--- src/rtl/fdp_pkg.sv ---
package fdp_pkg;
   // Number of bytes moved by one access.
   typedef enum logic [1:0] {
      XFER_NONE = 2'd0,
      XFER_BYTE = 2'd1,
      XFER_WORD = 2'd2
   } xfer_e;

   function automatic int unsigned xfer_bytes(input xfer_e k);
      return (k == XFER_WORD) ? 2 : ((k == XFER_BYTE) ? 1 : 0);
   endfunction
endpackage

--- src/rtl/fdp_strobe_edge.sv ---
module fdp_strobe_edge #(
   parameter int N = 2
) (
   input  logic         clk,
   input  logic         rst_n,
   input  logic [N-1:0] level,
   output logic [N-1:0] rise
);
   generate
      if (N < 1) begin : g_bad_n
         $error("fdp_strobe_edge: N must be at least 1");
      end
   endgenerate

   logic [N-1:0] level_q;

   for (genvar i = 0; i < N; i++) begin : g_edge
      always_ff @(posedge clk or negedge rst_n) begin
         if (!rst_n) level_q[i] <= 1'b0;
         else        level_q[i] <= level[i];
      end
      assign rise[i] = level[i] & ~level_q[i];
   end
endmodule

--- src/rtl/fdp_byte_fifo.sv ---
module fdp_byte_fifo
   import fdp_pkg::*;
#(
   parameter int BYTE_W = 8,
   parameter int DEPTH  = 16,
   localparam int AW    = (DEPTH > 1) ? $clog2(DEPTH) : 1,
   localparam int CNT_W = $clog2(DEPTH + 1)
) (
   input  logic              clk,
   input  logic              rst_n,
   input  xfer_e             push_kind,
   input  logic [BYTE_W-1:0] push_d0,
   input  logic [BYTE_W-1:0] push_d1,
   input  xfer_e             pop_kind,
   output logic [BYTE_W-1:0] head0,
   output logic [BYTE_W-1:0] head1,
   output logic [CNT_W-1:0]  fill
);
   localparam bit POW2 = ((DEPTH & (DEPTH - 1)) == 0);

   generate
      if (DEPTH < 2) begin : g_bad_depth
         $error("fdp_byte_fifo: DEPTH must be at least 2");
      end
      if (BYTE_W < 1) begin : g_bad_width
         $error("fdp_byte_fifo: BYTE_W must be positive");
      end
   endgenerate

   logic [BYTE_W-1:0] mem [DEPTH];
   logic [AW-1:0]     wp, wp1, wp2;
   logic [AW-1:0]     rp, rp1, rp2;

   // Pointer stepping: free wrap for power-of-two depths, compare otherwise.
   generate
      if (POW2) begin : g_pow2
         assign wp1 = wp + AW'(1);
         assign wp2 = wp + AW'(2);
         assign rp1 = rp + AW'(1);
         assign rp2 = rp + AW'(2);
      end else begin : g_wrap
         assign wp1 = (wp  == AW'(DEPTH - 1)) ? '0 : wp  + AW'(1);
         assign wp2 = (wp1 == AW'(DEPTH - 1)) ? '0 : wp1 + AW'(1);
         assign rp1 = (rp  == AW'(DEPTH - 1)) ? '0 : rp  + AW'(1);
         assign rp2 = (rp1 == AW'(DEPTH - 1)) ? '0 : rp1 + AW'(1);
      end
   endgenerate

   assign head0 = mem[rp];
   assign head1 = mem[rp1];

   always_ff @(posedge clk) begin
      if (push_kind != XFER_NONE) mem[wp]  <= push_d0;
      if (push_kind == XFER_WORD) mem[wp1] <= push_d1;
   end

   always_ff @(posedge clk or negedge rst_n) begin
      if (!rst_n) begin
         wp   <= '0;
         rp   <= '0;
         fill <= '0;
      end else begin
         case (push_kind)
            XFER_BYTE: wp <= wp1;
            XFER_WORD: wp <= wp2;
            default:   wp <= wp;
         endcase
         case (pop_kind)
            XFER_BYTE: rp <= rp1;
            XFER_WORD: rp <= rp2;
            default:   rp <= rp;
         endcase
         fill <= fill + CNT_W'(xfer_bytes(push_kind)) - CNT_W'(xfer_bytes(pop_kind));
      end
   end
endmodule

--- src/rtl/fdp_access_decode.sv ---
module fdp_access_decode
   import fdp_pkg::*;
#(
   parameter int DEPTH  = 16,
   localparam int CNT_W = $clog2(DEPTH + 1)
) (
   input  logic             byte_mode,
   input  logic             wr_hi,
   input  logic             wr_go,
   input  logic             rd_go,
   input  logic [CNT_W-1:0] fill,
   output xfer_e            push_kind,
   output xfer_e            pop_kind,
   output logic             ovf_now,
   output logic             unr_now
);
   logic       word_wr;
   logic       wr_fits;
   logic       rd_fits;
   logic [CNT_W-1:0] space;

   // Room is judged on the level before any pop in the same cycle.
   assign space   = CNT_W'(DEPTH) - fill;
   assign word_wr = wr_hi & ~byte_mode;
   assign wr_fits = word_wr ? (space >= CNT_W'(2)) : (space >= CNT_W'(1));
   assign rd_fits = byte_mode ? (fill >= CNT_W'(1)) : (fill >= CNT_W'(2));

   always_comb begin
      push_kind = XFER_NONE;
      pop_kind  = XFER_NONE;
      ovf_now   = 1'b0;
      unr_now   = 1'b0;
      if (wr_go) begin
         if (wr_fits) push_kind = word_wr ? XFER_WORD : XFER_BYTE;
         else         ovf_now   = 1'b1;
      end
      if (rd_go) begin
         if (rd_fits) pop_kind = byte_mode ? XFER_BYTE : XFER_WORD;
         else         unr_now  = 1'b1;
      end
   end
endmodule

--- src/rtl/fifo_data_port.sv ---
module fifo_data_port
   import fdp_pkg::*;
#(
   parameter int BYTE_W = 8,
   parameter int DEPTH  = 16,
   localparam int BUS_W = 2 * BYTE_W,
   localparam int CNT_W = $clog2(DEPTH + 1)
) (
   input  logic             clk,
   input  logic             rst_n,
   input  logic             byte_mode,
   input  logic             wr_hi,
   input  logic             wr_lo,
   input  logic             rd_stb,
   input  logic [BUS_W-1:0] bus_wdata,
   output logic [BUS_W-1:0] bus_rdata,
   output logic             overflow,
   output logic             underrun
);
   logic [1:0]        rise;
   logic              wr_go;
   logic              rd_go;
   xfer_e             push_kind;
   xfer_e             pop_kind;
   logic              ovf_now;
   logic              unr_now;
   logic [BYTE_W-1:0] head0;
   logic [BYTE_W-1:0] head1;
   logic [CNT_W-1:0]  fill;

   // Every write is started by the low lane strobe; the high lane only widens it.
   fdp_strobe_edge #(.N(2)) u_edge (
      .clk   (clk),
      .rst_n (rst_n),
      .level ({rd_stb, wr_lo}),
      .rise  (rise)
   );
   assign wr_go = rise[0];
   assign rd_go = rise[1];

   fdp_access_decode #(.DEPTH(DEPTH)) u_dec (
      .byte_mode (byte_mode),
      .wr_hi     (wr_hi),
      .wr_go     (wr_go),
      .rd_go     (rd_go),
      .fill      (fill),
      .push_kind (push_kind),
      .pop_kind  (pop_kind),
      .ovf_now   (ovf_now),
      .unr_now   (unr_now)
   );

   fdp_byte_fifo #(.BYTE_W(BYTE_W), .DEPTH(DEPTH)) u_fifo (
      .clk       (clk),
      .rst_n     (rst_n),
      .push_kind (push_kind),
      .push_d0   (bus_wdata[BYTE_W-1:0]),
      .push_d1   (bus_wdata[BUS_W-1:BYTE_W]),
      .pop_kind  (pop_kind),
      .head0     (head0),
      .head1     (head1),
      .fill      (fill)
   );

   always_ff @(posedge clk or negedge rst_n) begin
      if (!rst_n) begin
         bus_rdata <= '0;
         overflow  <= 1'b0;
         underrun  <= 1'b0;
      end else begin
         overflow <= ovf_now;
         underrun <= unr_now;
         case (pop_kind)
            XFER_WORD: bus_rdata <= {head1, head0};
            XFER_BYTE: bus_rdata <= {head0, head0};
            default:   if (unr_now) bus_rdata <= '0;
         endcase
      end
   end
endmodule

--- config.mk ---
export PLATFORM = sky130hd
export DESIGN_NAME = fifo_data_port
export DESIGN_NICKNAME = d
export VERILOG_FILES = /design/src/rtl/fdp_pkg.sv /design/src/rtl/fdp_strobe_edge.sv /design/src/rtl/fdp_byte_fifo.sv /design/src/rtl/fdp_access_decode.sv /design/src/rtl/fifo_data_port.sv
export SDC_FILE = /design/constraint.sdc
export NUM_CORES = 1
export LEC_CHECK = 0
export BUFFER_PORTS_ARGS = -buffer_cell sky130_fd_sc_hd__buf_4
export CAP_MARGIN = 20
export CORE_MARGIN = 2
export CORE_UTILIZATION = 61
export DETAILED_ROUTE_END_ITERATION = 7
export HOLD_SLACK_MARGIN = 0.08
export PLACE_DENSITY = 0.79
export SLEW_MARGIN = 20
export SYNTH_ARGS = -nofsm -noshare
export SYNTH_HDL_FRONTEND = slang
export SYNTH_HIERARCHICAL = 1
export SYNTH_SLANG_ARGS = --single-unit
--- constraint.sdc ---
create_clock -name clk -period 6.7 [get_ports clk]
set_clock_uncertainty 0.2 [all_clocks]
set_input_delay 1.005 -clock clk [delete_from_list [all_inputs] [get_ports clk]]
set_output_delay 1.005 -clock clk [all_outputs]
set_load 0.01 [all_outputs]
# After elaboration in Yosys (flattened, before gate mapping)
# Memory sizes are Yosys's and may differ from the RTL's.
# Cells that the tools add are included.
[op_classes]
mux = 24
addsub = 7
order_cmp = 4
reduce_logical = 4
bitwise = 6
eq_ne = 4
[ops]
columns = ["cell", "n"]
rows = [
  ["$pmux W16 S2", 1],
  ["$mux W16", 1],
  ["$pmux W4 S2", 2],
  ["$mux W1", 12],
  ["$mux W2", 6],
  ["$ge A5 B1 Y1 const B", 2],
  ["$ge A5 B2 Y1 const B", 2],
  ["$mux W5", 2],
  ["$add A4 B1 Y4 const B", 2],
  ["$add A4 B2 Y4 const B", 2],
  ["$reduce_bool A2 Y1", 3],
  ["$add A5 B5 Y5", 1],
  ["$sub A5 B5 Y5", 1],
  ["$sub A5 B5 Y5 const A", 1],
  ["$eq A2 B1 Y1 const B", 2],
  ["$eq A2 B2 Y1 const B", 2],
  ["$and A1 B1 Y1", 3],
  ["$not A1 Y1", 3],
  ["$reduce_bool A3 Y1", 1],
]
[word_totals]
mem_count = 1
ff_bits = 33
mem_bits_rw = 128
in_bits = 22
elab_cells = 58
output_inout_bits = 18
[memory_table]
columns = ["memory", "words", "word_bits", "read_ports", "rd_ports_with_merged_regs", "wr", "line", "source"]
rows = [
  ["u_fifo.mem", 16, 8, 2, 0, 2, "fdp_byte_fifo.sv:30", "logic [BYTE_W-1:0] mem [DEPTH];"],
]

# Depth between registers and ports, before layout
# Gate-level depths: netlist (run 1).
[logic_depth]
depth_word = 10
ltp_mapped = 17

# By module
# The synthesis (run 1) kept the hierarchy.
[by_module_without_submodules]
columns = ["mod", "instances", "area_each_um2", "cells_per_inst"]
rows = [
  ["fdp_byte_fifo", 1, 8632.0, 565],
  ["fifo_data_port", 1, 808.3, 67],
  ["fdp_access_decode", 1, 224.0, 33],
  ["fdp_strobe_edge", 1, 77.6, 4],
]

# Worst setup path before layout (run 1)
# No wires, ideal clock.
[synth_timing]
kind = "input to register"
start = "in byte_mode"
end = "reg u_fifo.fill[4]"
setup_slack_ns = 2.739
setup_time_ns = 0.125
stages = 12
arrival_time_ns = 3.636
path_cell_list = "nand2b_1 -> a311oi_1 -> ha_1 -> buf_2 -> buf_1 -> inv_1 -> fa_1 -> fa_1 -> inv_1 -> a21o_1 -> a21oi_1 -> xnor2_1"
[synth_via]
elab_chain_cells = 10
elab_cells_between_ends = 20
cone_classes = "add/sub: 2; eq/ne: 4; mux: 12; bitwise: 2"
[synth_rtl]
columns = ["item", "line", "source"]
rows = [
  ["start: declaration", "fifo_data_port.sv:11", "input logic byte_mode,"],
  ["$not A1 Y1 (*)", "fdp_access_decode.sv:24", "assign word_wr = wr_hi & ~byte_mode;"],
  ["$and A1 B1 Y1 (*)", "fdp_access_decode.sv:24", ""],
  ["$mux W2 / $mux W1 (equally long branches)", "fdp_access_decode.sv:34, fdp_access_decode.sv:25", ""],
  ["$mux W2 (*)", "fdp_access_decode.sv:34", "if (wr_fits) push_kind = word_wr ? XFER_WORD : XFER_BYTE;"],
  ["$mux W2 (*)", "fdp_access_decode.sv:33", "if (wr_go) begin"],
  ["net push_kind[1]", "fifo_data_port.sv:23", "xfer_e push_kind;"],
  ["$eq A2 B1 Y1", "fdp_pkg.sv:10", "return (k == XFER_WORD) ? 2 : ((k == XFER_BYTE) ? 1 : 0);"],
  ["$mux W1", "fdp_pkg.sv:10", ""],
  ["$mux W5 (*)", "fdp_pkg.sv:10", ""],
  ["$add A5 B5 Y5 (*)", "fdp_byte_fifo.sv:73", "fill <= fill + CNT_W'(xfer_bytes(push_kind)) - CNT_W'(xfer_bytes(pop_kind));"],
  ["$sub A5 B5 Y5 (*)", "fdp_byte_fifo.sv:73", ""],
  ["end signal: assignment", "fdp_byte_fifo.sv:73", ""],
  ["end: declaration", "fdp_byte_fifo.sv:17", "output logic [CNT_W-1:0] fill"],
]
# The timed path passes the listed nets; every way through them passes the cells marked *.
# A chain may end at the register's enable or synchronous reset.

# Worst setup path after layout (run 1)
[layout_timing]
start = "reg u_fifo.fill[0]"
end = "reg u_fifo.fill[3]"
[layout_via]
elab_chain_cells = 10
elab_cells_between_ends = 21
cone_classes = "add/sub: 3; order compare: 4; eq/ne: 4; mux: 10"
[layout_rtl]
columns = ["item", "line", "source"]
rows = [
  ["$sub A5 B5 Y5 (*)", "fdp_access_decode.sv:23", "assign space = CNT_W'(DEPTH) - fill;"],
  ["$ge A5 B1 Y1 / $ge A5 B2 Y1 (equally long branches)", "fdp_access_decode.sv:25", "assign wr_fits = word_wr ? (space >= CNT_W'(2)) : (space >= CNT_W'(1));"],
  ["$mux W1 (*)", "fdp_access_decode.sv:25", ""],
  ["$mux W2 (*)", "fdp_access_decode.sv:34", ""],
  ["$mux W2 (*)", "fdp_access_decode.sv:33", ""],
  ["net push_kind[0]", "fifo_data_port.sv:23", ""],
  ["$eq A2 B1 Y1", "fdp_pkg.sv:10", ""],
  ["$mux W1", "fdp_pkg.sv:10", ""],
  ["$mux W5 (*)", "fdp_pkg.sv:10", ""],
  ["$add A5 B5 Y5 (*)", "fdp_byte_fifo.sv:73", ""],
  ["$sub A5 B5 Y5 (*)", "fdp_byte_fifo.sv:73", ""],
]
# Marks and branches as above.

==> qor.txt, run 1 <==
status -> completed
Num CTS Buffers -> 17
Synth-to-Final Area Change -> 10.5%
Site Rows -> 46
total gr overflow -> 0
Overall Global Routing Usage -> 30.3%
Critical Path Fanout Max -> 17
Slew Viols, Final -> 0
slew at the pin closest to its max-slew limit -> 1.18 ns
switching share of power -> 37.7%
gpl congestion -> 0.893
CP max-delay cell -> ha_1
IO Port Bufs -> 39
vias in the first global route -> 6424
Worst-Skew Late Latency -> 0.44 ns
Clock Sinks -> 161
CP startpoint kind -> flop
Buf+Inv Stages, Crit Path -> 4
share of cells above drive strength 1 -> 43.6%
leak pwr -> 3.80 nW
most common cell in the synthesized netlist -> edfxtp_1
initial antenna violation count -> 0
CTS tree -> yes
Die Span Y -> 130 um
Post-synth top cells -> 128 x edfxtp_1, 126 x mux2_2, 64 x mux4_2
syn_area_per_cell -> 14.6 um^2
final core occ -> 68.2%
first-pass GRT wire length -> 37.0 mm
HPWL after detailed placement -> 16.4 mm
P per Cell Area -> 372 nW/um^2
Slew HR -> 21.5%
Synth Register Bits -> 161
Int Power -> 2.49 mW
Min-Delay Path Depth -> 2
Mapped Cells -> 669
Worst Hold Class -> reg2reg
Yosys Warn Count -> 6
synthesized cell area -> 9740 um^2
Fin Hold WS -> 0.294 ns
largest family of logic cells by synthesized area -> multiplexers
placed inst area -> 10200 um^2
post-synthesis sequential area ratio -> 47.9%
Crit path required time -> 6.85 ns
Max Freq -> 245 MHz
antenna viol nets, final -> 0
clk buf depth -> 2
Synth top area share -> 39.5%
adder-cell share of the synthesized area -> 3.75%
peak supply drop -> 0.299 mV
Die ar. -> 17000 um^2
Max Cap Viol -> 0
Flop pwr share -> 31.6%
largest net degree at the start of global routing -> 68
Initial Util -> 61.8%
CTS clk-pin slew, worst paths -> 0.06 ns
CP endpoint kind -> flop
final setup TNS -> 0 ns
simple-gate share of the synthesized area -> 6.27%
Vias -> 6304
Clk pwr share -> 23.6%
Crit path depth -> 13
cell mode on critical path -> inv_1
WS Path Type -> reg2reg
Final WS setup -> 2.61 ns
Root Buffer -> clkbuf_16
Final Non-Filler Cells -> 925
cts hold-fix bufs -> 0
Synth Area in XOR/XNOR -> 0.899%
area of the multi-input gates -> 4750 um^2
CP peak stage delay -> 0.65 ns
Synth Net Count -> 719
fillers -> 1086
area of the core -> 15800 um^2
Setup WS pre-CTS -> 2.35 ns
Top-Level Pins -> 40
# resized after CTS -> 0
Logic pwr share -> 44.8%
initial drt markers -> 714
final worst path period share -> 61.0%
sw power -> 1.51 mW
total iterations of the first detailed-routing run -> 5
Synth area leaders -> edfxtp_1 39%, mux4_2 15%, mux2_2 15%
post-synth cell types -> 53
critical path's top delay family -> adder cells
post-route cell area -> 10800 um^2
CTS H-tree depth -> 4
Overall Power -> 4.00 mW
Setup Buffers After CTS -> 0
RSZ-0062 raised after global routing -> no
Inserted Diodes -> 0
WP data arrival -> 4.24 ns
Die W -> 130 um
final wirelength -> 24.4 mm
Final #Nets -> 746
post-synthesis mux area share -> 30.9%
Post-synth ARST share -> 20.5%
vias per inst -> 6.82
DR WL/cell -> 26.4 um
Synth Flop Type -> edfxtp_1
FF/Latch Area -> 4670 um^2
Post-synth EDFFs -> 128
Setup Viol. Count Final -> 0
Final Hold Vio Count -> 0
dpl cells -> 893
Synth Area in Compound Gates -> 6.88%
FF-to-FF path depth -> 13
DRC violations left -> 0
crit path time final -> 4.09 ns
area leader, netlist -> edfxtp_1
crit path cell chain -> inv_1 > ha_1 > o32ai_2 > a31oi_1 > inv_1 > ha_1 > inv_1 > fa_1 > inv_1 > ha_1 > a21o_1 > a21oi_1 > xnor2_1
-- worst min-delay path, delay by kind of cell (launching register included) --
kind            cells  cell delay, ns
compound gates      1            0.06
flops               1            0.34
simple gates        1            0.06
-- per-layer routing --
| metal | wire length (um) | part of all wire, % | vias up | track usage (%) |
|---|---|---|---|---|
| met5 | 0 | 0 | - | 0 |
| met4 | 988 | 4.1 | 0 | 14.3 |
| met3 | 2230 | 9.2 | 74 | 8.59 |
| met2 | 12100 | 49 | 331 | 48.9 |
| met1 | 9110 | 37 | 3208 | 38.4 |
| li1 | - | - | 2691 | - |
-- path summary, 6_finish.rpt --
path	start	slack, ns	end
worst max register to register	u_fifo/fill[0]$_DFF_PN0_	2.61	u_fifo/fill[3]$_DFF_PN0_
min in group asynchronous	rst_n	0.30	u_fifo/fill[1]$_DFF_PN0_
worst min-delay path	bus_rdata[11]$_DFFE_PN0P_	0.29	bus_rdata[11]$_DFFE_PN0P_
worst max-delay path	u_fifo/fill[0]$_DFF_PN0_	2.61	u_fifo/fill[3]$_DFF_PN0_
max in group asynchronous	rst_n	5.67	u_fifo/rp[0]$_DFFE_PN0P_
worst min register to register	bus_rdata[11]$_DFFE_PN0P_	0.29	bus_rdata[11]$_DFFE_PN0P_
-- state kept, by name (all words and copies together) (netlist names) --
register and cells:
underrun 1, u_fifo/mem 128, u_fifo/rp 4, u_edge/level_q 2, u_fifo/wp 4, u_fifo/fill 5
bus_rdata 16, overflow 1
-- layout by cell type, fill, tap and decap left out, drive strengths merged, types with 2 or more instances in the layout --
cell type,count
mux2,130
edfxtp,128
mux4,64
buf,54
nand2,33
dfrtp,33
inv,29
ha,26
a22oi,24
clkbuf,22
nor2,20
a21oi,17
o21ai,16
nor2b,12
nand3,12
mux2i,10
nand2b,9
o31ai,8
a22o,7
a211oi,7
o22ai,7
xnor2,6
nor3b,4
xor2,4
clkinv,4
o32ai,3
nand3b,2
or2,2
a21o,2
o211ai,2
fa,2
nor3,2
-- layout make-up --
cell class                      instances  share of cell area [%]
Clock buffer                           22                    4.71
Multi-Input combinational cell        438                    44.1
Sequential cell                       161                    43.4
Clock inverter                         10                   0.639
Timing Repair Buffer                   54                    3.77
Tap cell                              216                    2.51
Inverter                               24                   0.837
-- power by group through the flow --
stage / clock [mW] / sequential (mW) / combinational (mW)
global placement: 0 / 1.28 / 1.70
CTS: 0.956 / 1.26 / 1.76
global route: 0.998 / 1.28 / 1.90
detailed placement: 0 / 1.28 / 1.75
floorplan: 0 / 1.26 / 1.31
finish: 0.946 / 1.26 / 1.79
-- logic make-up after synthesis --
group | after synthesis
buf+inv | 70
fa+ha+maj | 28
simple gates | 100
compound gates | 96
xor+xnor | 10
flops | 161
mux | 204
(Power assumes the default switching activity.)
==> run 2: changes to the inputs <==
ABC_AREA = 1   (was unset)
clock period = 4.2 ns   (was 6.7 ns; I/O delays follow)
==> run 2 against run 1 <==
Compared with the run above: final area up 6.9%; worst setup slack worse by 2.0 ns; final cell count up 82%; core utilization down 1.3 points; critical path depth down 4; synthesized area up 9.0%; register-to-register slack worse by 2.0 ns; die area up 8.8%; non-clock buffer count up 2; sequential power up 64%; first-iteration DRC count rose to 3.1 times the previous value; total power up 75%; largest power group unchanged.
==> qor.txt, run 2 <==
status -> completed
Metal-1 WL -> 12.1 mm (+33%)
met3 wire len -> 5.20 mm (+130%)
Overall Global Routing Usage -> 35.4% (+5.1 points)
largest net degree at the start of global routing -> 108 (+59%)
CTS clk-pin slew, worst paths -> 0.06 ns (about the same)
Synth Net Count -> 1519 (+110%)
Worst Hold Class -> in2reg
reg2reg setup slack -> 0.63 ns (-1.98 ns)
Final Hold Vio Count -> 0 (unchanged)
Post-synth top cells -> 520 x nand2_1, 298 x nand3_1, 183 x inv_1
Post-synth EDFFs -> 128 (unchanged)
Synth Area in Compound Gates -> 6.48% (-0.41 points)
Mapped Cells -> 1469 (+120%)
Top reg by flops -> u_fifo/mem
Vias -> 10100 (+60%)
Largest regs -> u_fifo/mem x128, bus_rdata x16, u_fifo/fill x5
most common cell after layout, fill and taps aside -> nand2_1
Synth-to-Final Area Change -> 8.27%
Setup WS pre-CTS -> 0.653 ns (-1.70 ns)
area of the core -> 17200 um^2 (+8.9%)
largest family of logic cells by synthesized area -> simple AND/OR/NAND/NOR gates
Synth top area share -> 36.2% (-3.3 points)
final worst path period share -> 84.9% (+24 points)
DR WL/cell -> 18.9 um (-28%)
CP endpoint kind -> flop
hold-critical path endpoint -> u_edge/level_q[1]$_DFF_PN0_
Fin Hold WS -> 0.115 ns (-0.179 ns)
slew at the pin closest to its max-slew limit -> 1.08 ns (-0.0968 ns)
Synth Register Bits -> 161 (unchanged)
Synth area leaders -> edfxtp_1 36%, nand2_1 18%, nand3_1 14%
DRC violations left -> 0 (unchanged)
CTS H-tree depth -> 4 (unchanged)
Worst-Skew Late Latency -> 0.44 ns (about the same)
CTS tree -> yes
WS Path Type -> reg2reg
RSZ-0062 raised after global routing -> no
CP max-delay cell -> a211oi_1
WP data arrival -> 3.72 ns (-0.52 ns)
Post-synth ARST share -> 20.5% (unchanged)
Buf+Inv Stages, Crit Path -> 2 (-2)
Reg-to-Reg Start -> u_fifo/fill[0]$_DFF_PN0_
post-synth cell types -> 34 (-36%)
HPWL after detailed placement -> 22.6 mm (+38%)
CP peak stage delay -> 0.60 ns (-0.05 ns)
Site Rows -> 48 (+4.3%)
Inserted Diodes -> 0 (unchanged)
Top-Level Pins -> 40 (unchanged)
Slew HR -> 27.2% (+5.7 points)
antenna viol nets, final -> 0 (unchanged)
Critical Path Fanout Max -> 6 (-11)
IO Port Bufs -> 39 (unchanged)
Root Buffer -> clkbuf_16
post-synthesis sequential area ratio -> 44.0% (-4.0 points)
Initial Util -> 61.8% (+0.070 points)
Min-Delay Path Depth -> 1 (-1)
vias in the first global route -> 8825 (+37%)
Yosys Warn Count -> 6 (unchanged)
most common cell in the synthesized netlist -> nand2_1
area leader, netlist -> edfxtp_1
Die Span Y -> 136 um (+4.3%)
P per Cell Area -> 609 nW/um^2 (+64%)
gpl congestion -> 0.978 (+9.5%)
min-delay src -> rd_stb
Crit path required time -> 4.35 ns (-2.50 ns)
crit path cell chain -> inv_1 > ha_1 > inv_1 > a211oi_1 > ha_1 > fa_1 > fa_1 > o21ai_0 > xor2_1
synthesized cell area -> 10600 um^2 (+9.0%)
FF-to-FF path depth -> 9 (-4)
Largest register FFs -> 128 (unchanged)
final wirelength -> 31.9 mm (+31%)
Num CTS Buffers -> 17 (unchanged)
final setup TNS -> 0 ns (unchanged)
Final WS setup -> 0.633 ns (-1.98 ns)
post-synthesis mux area share -> 0% (-31 points)
leak pwr -> 5.62 nW (+48%)
Final #Nets -> 1496 (+100%)
total iterations of the first detailed-routing run -> 7 (+2)
simple-gate share of the synthesized area -> 34.5% (+28 points)
syn_area_per_cell -> 7.23 um^2 (-50%)
vias per inst -> 5.98 (-12%)
crit path time final -> 3.57 ns (-0.523 ns)
clk buf depth -> 2 (unchanged)
Synth Area in XOR/XNOR -> 0.895% (-0.0039 points)
commonest cells after routing, fill and taps aside -> 520 x nand2_1, 298 x nand3_1, 182 x inv_1, 128 x edfxtp_1, 114 x o21ai_0
peak supply drop -> 0.423 mV (+42%)
share of cells above drive strength 1 -> 7.81% (-36 points)
Die ar. -> 18500 um^2 (+8.8%)
Slew Viols, Final -> 0 (unchanged)
Die W -> 136 um (+4.3%)
adder-cell share of the synthesized area -> 3.44% (-0.31 points)
total gr overflow -> 0 (unchanged)
Clock Sinks -> 161 (unchanged)
CP startpoint kind -> flop
Synth Flop Type -> edfxtp_1
initial drt markers -> 2245 (+210%)
critical path's top delay family -> adder cells
RR Endpoint -> u_fifo/fill[4]$_DFF_PN0_
Max Freq -> 280 MHz (+15%)
wire length on met2 -> 13.2 mm (+9.3%)
Max Cap Viol -> 0 (unchanged)
initial antenna violation count -> 0 (unchanged)
Overall Power -> 7.01 mW (+75%)
Setup Viol. Count Final -> 0 (unchanged)
first-pass GRT wire length -> 48.9 mm (+32%)
Top Layer Used -> met4
[run 2: changes by cell type after synthesis, moves of 12 or more]
cell,previous run,this run
clkbuf_1,22,51
o21ai_0,15,120
nand3_1,2,298
mux2_2,126,0
inv_1,23,183
buf_2,11,23
buf_1,2,17
mux4_2,64,0
a22oi_1,24,0
nand2_1,33,520
[run 2: worst max-delay path by stage]
stage,from,to,slack (ns),cells past startpoint
floorplan,u_fifo/fill[0]$_DFF_PN0_,u_fifo/fill[4]$_DFF_PN0_,1.01,16
global route,u_fifo/fill[0]$_DFF_PN0_,u_fifo/fill[4]$_DFF_PN0_,0.36,9
global placement,u_fifo/fill[0]$_DFF_PN0_,u_fifo/fill[4]$_DFF_PN0_,0.75,14
detailed placement,u_fifo/fill[0]$_DFF_PN0_,u_fifo/fill[4]$_DFF_PN0_,0.65,9
CTS,u_fifo/fill[0]$_DFF_PN0_,u_fifo/fill[4]$_DFF_PN0_,0.63,9
finish,u_fifo/fill[0]$_DFF_PN0_,u_fifo/fill[4]$_DFF_PN0_,0.63,9
[run 2: what timing repair did]
| item | CTS | global route |
|---|---|---|
| hold endpoints to repair | 33 | 0 |
| hold buffers | 1 | 0 |
| buffers inserted | 0 | 0 |
| resized for setup | 0 | 0 |
[run 2: logic make-up after synthesis]
kind of cell,count (synthesis)
flops,161
xor+xnor,10
fa+ha+maj,28
buf+inv,287
simple gates,850
compound gates,133
[run 2: area by class of cell]
type / instances / area, um^2
Tap cell: 225 / 282
Clock buffer: 18 / 429
Fill cell: 1434 / 5680
Multi-Input combinational cell: 1021 / 4820
Inverter: 189 / 711
Timing Repair Buffer: 56 / 433
Sequential cell: 161 / 4670
Clock inverter: 14 / 155
[run 2: layer usage]
| metal | vias to the layer above | global-route usage, % |
|---|---|---|
| li1 | 4688 | - |
| met1 | 4475 | 50.7 |
| met2 | 784 | 49.1 |
| met3 | 119 | 11.5 |
| met4 | 0 | 15.6 |
| met5 | - | 0 |
[run 2: stage by stage]
step,area (um^2),utilization [%],instances
finish,11500,67.0,1684
floorplan,10600,-,1469
global route,11500,67.0,1684
detailed placement,10900,63.5,1650
CTS,11500,66.9,1683
global placement,10900,63.5,1650
[run 2: worst register-to-register path: stages (launching register included)]
cell	delay, ns
dfrtp_1	0.42
inv_1	0.15
ha_1	0.19
inv_1	0.07
a211oi_1	0.60
ha_1	0.47
fa_1	0.53
fa_1	0.48
o21ai_0	0.22
xor2_1	0.16
[run 2: report_power, final]
| part | switching, mW | internal [mW] |
|---|---|---|
| registers | 0.183 | 1.89 |
| logic | 2.34 | 1.03 |
| clock network | 0.677 | 0.885 |
| total | 3.20 | 3.81 |
